File: src/rtl/ooo_ring_pkg.sv
package ooo_ring_pkg;
  function automatic int unsigned umin(input int unsigned a, input int unsigned b);
    return (a < b) ? a : b;
  endfunction
endpackage

File: src/rtl/ring_alloc.sv
module ring_alloc #(
  parameter int DEPTH = 8,
  parameter int AW    = $clog2(DEPTH),
  parameter int IW    = AW + 1
) (
  input  logic             clk,
  input  logic             rst_ni,
  input  logic             alloc_req,
  input  logic [IW-1:0]    alloc_cnt,
  input  logic [IW-1:0]    rd_ptr,
  input  logic             ret_en,
  input  logic [AW-1:0]    ret_slot,
  output logic [IW-1:0]    alloc_grant,
  output logic [IW-1:0]    wr_ptr,
  output logic [IW-1:0]    free_cnt,
  output logic [DEPTH-1:0] hdr_vld
);
  import ooo_ring_pkg::*;
  localparam logic [IW-1:0] DEPTH_W = IW'(DEPTH);

  logic [IW-1:0]    wr_q, wr_n;
  logic [DEPTH-1:0] hdr_q, hdr_n;
  logic [IW-1:0]    used;

  always_comb begin
    used        = wr_q - rd_ptr;
    free_cnt    = DEPTH_W - used;
    alloc_grant = alloc_req ? IW'(umin(int'(alloc_cnt), int'(free_cnt))) : '0;
    wr_n        = wr_q + alloc_grant;
  end

  for (genvar i = 0; i < DEPTH; i++) begin : g_hdr
    logic [AW-1:0] off;
    logic          set_i;
    logic          clr_i;
    assign off      = AW'(i) - wr_q[AW-1:0];
    assign set_i    = ({1'b0, off} < alloc_grant);
    assign clr_i    = ret_en && (ret_slot == AW'(i));
    assign hdr_n[i] = clr_i ? 1'b0 : (set_i ? 1'b1 : hdr_q[i]);
  end

  always_ff @(posedge clk or negedge rst_ni) begin
    if (!rst_ni) begin
      wr_q  <= '0;
      hdr_q <= '0;
    end else begin
      wr_q  <= wr_n;
      hdr_q <= hdr_n;
    end
  end

  assign wr_ptr  = wr_q;
  assign hdr_vld = hdr_q;

  p_no_overflow_r9: assert property (@(posedge clk) disable iff (!rst_ni)
    (wr_ptr - rd_ptr) <= DEPTH_W);
  p_grant_marks_hdr_r3: assert property (@(posedge clk) disable iff (!rst_ni)
    (alloc_grant != '0) |=> hdr_vld[$past(wr_ptr[AW-1:0])]);
  p_grant_bounded_r2: assert property (@(posedge clk) disable iff (!rst_ni)
    (alloc_grant <= alloc_cnt) && (alloc_grant <= free_cnt));
endmodule

File: src/rtl/ring_dispatch.sv
module ring_dispatch #(
  parameter int DEPTH = 8,
  parameter int AW    = $clog2(DEPTH),
  parameter int IW    = AW + 1
) (
  input  logic          clk,
  input  logic          rst_ni,
  input  logic          disp_adv,
  input  logic [IW-1:0] wr_ptr,
  output logic [IW-1:0] disp_ptr,
  output logic          disp_pending
);
  localparam logic [IW-1:0] DEPTH_W = IW'(DEPTH);

  logic [IW-1:0] disp_q, disp_n;
  logic          step;

  always_comb begin
    disp_pending = (disp_q != wr_ptr);
    step         = disp_adv && disp_pending;
    disp_n       = step ? disp_q + IW'(1) : disp_q;
  end

  always_ff @(posedge clk or negedge rst_ni) begin
    if (!rst_ni) disp_q <= '0;
    else         disp_q <= disp_n;
  end

  assign disp_ptr = disp_q;

  p_idle_adv_ignored_r4: assert property (@(posedge clk) disable iff (!rst_ni)
    (disp_adv && !disp_pending) |=> $stable(disp_ptr));
  p_disp_behind_wr_r4: assert property (@(posedge clk) disable iff (!rst_ni)
    (wr_ptr - disp_ptr) <= DEPTH_W);
endmodule

File: src/rtl/ring_retire.sv
module ring_retire #(
  parameter int DEPTH = 8,
  parameter int AW    = $clog2(DEPTH),
  parameter int IW    = AW + 1
) (
  input  logic          clk,
  input  logic          rst_ni,
  input  logic          cmpl_vld,
  input  logic [AW-1:0] cmpl_idx,
  input  logic [IW-1:0] disp_ptr,
  output logic [IW-1:0] rd_ptr,
  output logic          ret_en,
  output logic [AW-1:0] ret_slot,
  output logic          retire_pulse
);
  localparam logic [IW-1:0] DEPTH_W = IW'(DEPTH);

  logic [DEPTH-1:0] flag_q, flag_n;
  logic [IW-1:0]    rd_q, rd_n;
  logic             pulse_q;
  logic [AW-1:0]    rd_slot;
  logic [IW-1:0]    inflight;
  logic [AW-1:0]    off;
  logic             accept;

  always_comb begin
    rd_slot  = rd_q[AW-1:0];
    ret_en   = flag_q[rd_slot] && (rd_q != disp_ptr);
    inflight = disp_ptr - rd_q;
    off      = cmpl_idx - rd_slot;
    accept   = cmpl_vld && ({1'b0, off} < inflight) && !(ret_en && (cmpl_idx == rd_slot));
    rd_n     = ret_en ? rd_q + IW'(1) : rd_q;
  end

  for (genvar i = 0; i < DEPTH; i++) begin : g_flag
    logic set_i;
    logic clr_i;
    assign set_i     = accept && (cmpl_idx == AW'(i));
    assign clr_i     = ret_en && (rd_slot == AW'(i));
    assign flag_n[i] = set_i ? 1'b1 : (clr_i ? 1'b0 : flag_q[i]);
  end

  always_ff @(posedge clk or negedge rst_ni) begin
    if (!rst_ni) begin
      flag_q  <= '0;
      rd_q    <= '0;
      pulse_q <= 1'b0;
    end else begin
      flag_q  <= flag_n;
      rd_q    <= rd_n;
      pulse_q <= ret_en;
    end
  end

  assign rd_ptr       = rd_q;
  assign ret_slot     = rd_slot;
  assign retire_pulse = pulse_q;

  p_pulse_one_step_r7: assert property (@(posedge clk) disable iff (!rst_ni)
    retire_pulse |-> (rd_ptr == $past(rd_ptr) + IW'(1)));
  p_stop_at_gap_r6: assert property (@(posedge clk) disable iff (!rst_ni)
    !flag_q[rd_ptr[AW-1:0]] |=> $stable(rd_ptr));
  p_rd_behind_disp_r5: assert property (@(posedge clk) disable iff (!rst_ni)
    (disp_ptr - rd_ptr) <= DEPTH_W);
  p_flag_cleared_r6: assert property (@(posedge clk) disable iff (!rst_ni)
    ret_en |=> !flag_q[$past(ret_slot)]);
endmodule

File: src/rtl/ooo_ring_retire.sv
module ooo_ring_retire #(
  parameter int DEPTH = 8,
  parameter int AW    = $clog2(DEPTH),
  parameter int IW    = AW + 1
) (
  input  logic             clk,
  input  logic             rst_n,
  input  logic             alloc_req,
  input  logic [IW-1:0]    alloc_cnt,
  output logic [IW-1:0]    alloc_grant,
  input  logic             disp_adv,
  input  logic             cmpl_vld,
  input  logic [AW-1:0]    cmpl_idx,
  output logic [IW-1:0]    free_cnt,
  output logic             disp_pending,
  output logic [IW-1:0]    disp_idx,
  output logic [IW-1:0]    rd_idx,
  output logic             retire_pulse,
  output logic [DEPTH-1:0] hdr_vld
);
  logic [1:0]    rst_sync;
  logic          rst_ni;
  logic [IW-1:0] wr_ptr;
  logic [IW-1:0] disp_ptr;
  logic [IW-1:0] rd_ptr;
  logic          ret_en;
  logic [AW-1:0] ret_slot;

  always_ff @(posedge clk or negedge rst_n) begin
    if (!rst_n) rst_sync <= 2'b00;
    else        rst_sync <= {rst_sync[0], 1'b1};
  end
  assign rst_ni = rst_sync[1];

  ring_alloc #(.DEPTH(DEPTH), .AW(AW), .IW(IW)) u_alloc (
    .clk(clk), .rst_ni(rst_ni), .alloc_req(alloc_req), .alloc_cnt(alloc_cnt),
    .rd_ptr(rd_ptr), .ret_en(ret_en), .ret_slot(ret_slot),
    .alloc_grant(alloc_grant), .wr_ptr(wr_ptr), .free_cnt(free_cnt), .hdr_vld(hdr_vld)
  );

  ring_dispatch #(.DEPTH(DEPTH), .AW(AW), .IW(IW)) u_disp (
    .clk(clk), .rst_ni(rst_ni), .disp_adv(disp_adv), .wr_ptr(wr_ptr),
    .disp_ptr(disp_ptr), .disp_pending(disp_pending)
  );

  ring_retire #(.DEPTH(DEPTH), .AW(AW), .IW(IW)) u_ret (
    .clk(clk), .rst_ni(rst_ni), .cmpl_vld(cmpl_vld), .cmpl_idx(cmpl_idx),
    .disp_ptr(disp_ptr), .rd_ptr(rd_ptr), .ret_en(ret_en), .ret_slot(ret_slot),
    .retire_pulse(retire_pulse)
  );

  assign disp_idx = disp_ptr;
  assign rd_idx   = rd_ptr;

  p_free_matches_r9: assert property (@(posedge clk) disable iff (!rst_ni)
    (free_cnt + (wr_ptr - rd_ptr)) == IW'(DEPTH));
  p_pending_vs_wr_r4: assert property (@(posedge clk) disable iff (!rst_ni)
    disp_pending == (disp_idx != wr_ptr));
endmodule

File: config.mk
export PLATFORM = sky130hd
export DESIGN_NAME = ooo_ring_retire
export DESIGN_NICKNAME = d
export VERILOG_FILES = /design/src/rtl/ooo_ring_pkg.sv /design/src/rtl/ring_alloc.sv /design/src/rtl/ring_dispatch.sv /design/src/rtl/ring_retire.sv /design/src/rtl/ooo_ring_retire.sv
export SDC_FILE = /design/constraint.sdc
export NUM_CORES = 1
export LEC_CHECK = 0
export BUFFER_PORTS_ARGS = -buffer_cell sky130_fd_sc_hd__buf_2
export CAP_MARGIN = 10
export CORE_ASPECT_RATIO = 0.8
export CORE_UTILIZATION = 30
export DETAILED_ROUTE_END_ITERATION = 10
export PLACE_DENSITY = 0.55
export SLEW_MARGIN = 0
export SYNTH_ARGS = -nofsm -noshare
export SYNTH_HDL_FRONTEND = slang
export SYNTH_HIERARCHICAL = 1
export SYNTH_SLANG_ARGS = --single-unit
File: constraint.sdc
create_clock -name clk -period 4.4 [get_ports clk]
set_input_delay 0 -clock clk [delete_from_list [all_inputs] [get_ports clk]]
set_output_delay 0 -clock clk [all_outputs]
set_load 0.05 [all_outputs]
==> flow_summary.yaml <==
sta:
  rsz0062_at_grt: "false"
  finalHoldViolCount: 0
  finalSetupViolations: 0
  min_period_ns: 4.02
  totalNegativeSetupSlack_ns: 0
  clock.fmax_mhz: 249
  fin_skew_ns: 0.00842
  drv_slew: 0
  slew_headroom_pct: 58.0
  min_period_over_period_pct: 91.3
  tightestPinTransition_ns: 0.628
grt:
  grt.total_usage_pct: 13.8
  grt_pass1_wl_um: 8960
  grt_overflow: 0
  antenna_found_initial: 0
  grt_max_degree: 30
  grt_pass1_vias: 1771
route:
  wl_per_cell_um: 13.8
  vias: 1867
  totalWireLength_um: 5480
  first_pass_iters: 4
  dr.first_iter.drc_count: 48
  via_per_inst: 4.70
  ant_nets: 0
  drt_drc_violations_left: 0
synthesis:
  ys_seq_elements: 31
  avgSynthCellArea_um2: 9.95
  ys.flop_type: "dfrtp_1"
  ys_seq_area_share_pct: 31.6
  synth_top_family_by_area: "adder cells"
  synth_edf_count: 0
  synth-simple-area-share_pct: 14.1
  synth_compound_gate_area_share_pct: 14.5
  synthAdderAreaFrac_pct: 20.3
  synth_area_um2: 2460
  ys_types: 46
  synth_nets: 295
  ys_warn_count: 6
  synthArstFlopShare_pct: 100
  synth-xor-area-share_pct: 9.57
  synth_mux_area_share_pct: 2.90
  synth_cells: 247
cts:
  clockRootBuffer: "clkbuf_8"
  cts_max_level: 2
  clock_path_buffers: 2
  clock_latency_ns: 0.28
  numCtsBuffers: 5
  clk_pin_slew_worst_paths_ns: 0.07
  cts.sinks: 31
  cts_tree: "yes"
placement:
  port_buffers: 37
  gp_congestion: 0.789
  hpwl_um: 4210
  place_inst: 389
die:
  start_util_pct: 30.9
  io_pins: 38
  die_area_um2: 8560
  core-area_um2: 7950
  die_h_um: 83.0
  rows: 29
  die_w_um: 103
finish:
  finalNonFillerCells: 397
  syn2layout_area_growth_pct: 16.4
  final_cell_mix: "buf_2 (37), inv_1 (32), dfrtp_1 (31), ha_1 (31), xnor2_1 (17)"
  drive_above_1_share_pct: 22.5
  n_antenna_cell: 0
  layout_commonest_cell: "buf_2"
  nNetsFinal: 337
  n_fill_cell: 818
  fin_util_pct: 36.0
critical_path:
  required_ns: 4.61
  r2r_start: "u_alloc/wr_ptr[1]$_DFF_PN0_"
  worstRegToRegCells: 17
  worstPathArrival_ns: 4.22
  cp-start-kind: "register"
  timing.rr.end: "u_alloc/wr_ptr[3]$_DFF_PN0_"
  criticalPathCategory: "reg2reg"
  r2r_slack_ns: 0.38
  crit_fanout: 8
  cp-end-kind: "register"
run_status:
  status: "finished, final reports clean"
min_path:
  min_path_type: "in2async"
run:
  drv_cap: 0
==> stage by stage <==
| step | hold slack (ns) | worst slack, ns | instance area [µm²] |
|---|---|---|---|
| global placement | -0.215 | 0.485 | 2760 |
| detailed placement | -0.213 | 0.368 | 2760 |
| finish | 0.0300 | 0.384 | 2860 |
| global route | 0.0358 | 0.0913 | 2860 |
| floorplan | -0.296 | 0.0936 | 2460 |
| CTS | 0.0219 | 0.344 | 2860 |
==> state kept, by name, indices dropped and copies added (netlist names) <==
name,cells
rst_sync,2
u_ret/flag_q,8
u_ret/retire_pulse,1
u_alloc/wr_ptr,4
u_disp/disp_ptr,4
u_alloc/hdr_vld,8
u_ret/rd_ptr,4
==> final cells by class <==
type	count	area, µm²	area share (%)
clock buffer	6	82.6	2.89
clock inverter	1	5.00	0.175
inverter	32	120	4.20
multi-input combinational	176	1510	52.8
sequential	31	776	27.1
tap	108	135	4.72
timing repair buffer	43	233	8.13
==> routing by layer <==
metal | global-route usage [%] | up-vias | part of all wire (%)
li1 | - | 934 | -
met1 | 20.2 | 894 | 52
met2 | 20.2 | 34 | 44
met3 | 3.45 | 5 | 3.5
met4 | 3.07 | 0 | 0.60
met5 | 0 | - | 0
==> logic make-up after synthesis <==
logic type	after synthesis
muxes	6
AOI/OAI and AO/OA	41
DFF	31
adders and majority gates	37
xor gates and xnor gates	26
buffers and inverters	40
other	1
and+or+nand+nor	65
==> cells in the mapped netlist, types with 2 or more instances <==
cell type,n,area (µm²)
a2111oi_2,2,30.0
a21oi_1,9,45.0
a221oi_1,6,52.6
a311oi_1,2,17.5
a32o_1,8,80.1
and2_1,3,18.8
and3_1,5,31.3
buf_2,2,10.0
buf_4,5,37.5
dfrtp_1,31,776
fa_1,5,100
ha_1,31,388
inv_1,32,120
mux2_4,2,30.0
mux2i_1,3,30.0
nand2_1,12,45.0
nand2b_1,2,12.5
nand3_1,5,25.0
nand4_1,2,12.5
nor2_1,14,52.6
nor2b_1,6,37.5
nor3_1,6,30.0
o21ai_0,2,10.0
o31ai_1,2,15.0
or2_2,6,37.5
xnor2_1,17,149
xor2_1,8,70.1
==> how the worst max path moves through the flow <==
stage / start / end / depth (start not counted)
CTS: u_alloc/wr_ptr[1]$_DFF_PN0_ / u_alloc/wr_ptr[3]$_DFF_PN0_ / 17
global route: u_alloc/wr_ptr[1]$_DFF_PN0_ / u_alloc/wr_ptr[3]$_DFF_PN0_ / 17
global placement: u_alloc/wr_ptr[1]$_DFF_PN0_ / u_alloc/wr_ptr[3]$_DFF_PN0_ / 17
finish: u_alloc/wr_ptr[1]$_DFF_PN0_ / u_alloc/wr_ptr[3]$_DFF_PN0_ / 17
floorplan: u_ret/rd_ptr[1]$_DFFE_PN0P_ / u_alloc/hdr_vld[1]$_DFFE_PN0P_ / 15
detailed placement: u_alloc/wr_ptr[1]$_DFF_PN0_ / u_alloc/wr_ptr[3]$_DFF_PN0_ / 17
==> timing repair <==
action / in CTS / in global routing
buffers inserted: 0 / 0
hold endpoints to repair: 2 / 0
hold buffers: 1 / 0
gates resized for setup: 0 / 0
==> worst max-delay path, stage by stage, from the launching register on <==
cell and delay [ns]:
dfrtp_1 0.53, inv_1 0.17, ha_1 0.32, ha_1 0.20
inv_1 0.06, fa_1 0.43, ha_1 0.28, nor2_1 0.08
a21oi_1 0.06, maj3_2 0.36, mux2i_1 0.15, nand2b_1 0.33
inv_1 0.12, ha_1 0.20, o21bai_1 0.15, a21oi_1 0.17
xor2_1 0.19, xnor2_1 0.13
Power is not shown: default switching activity piles up to over one toggle a cycle in this logic, so the estimate is an artifact.
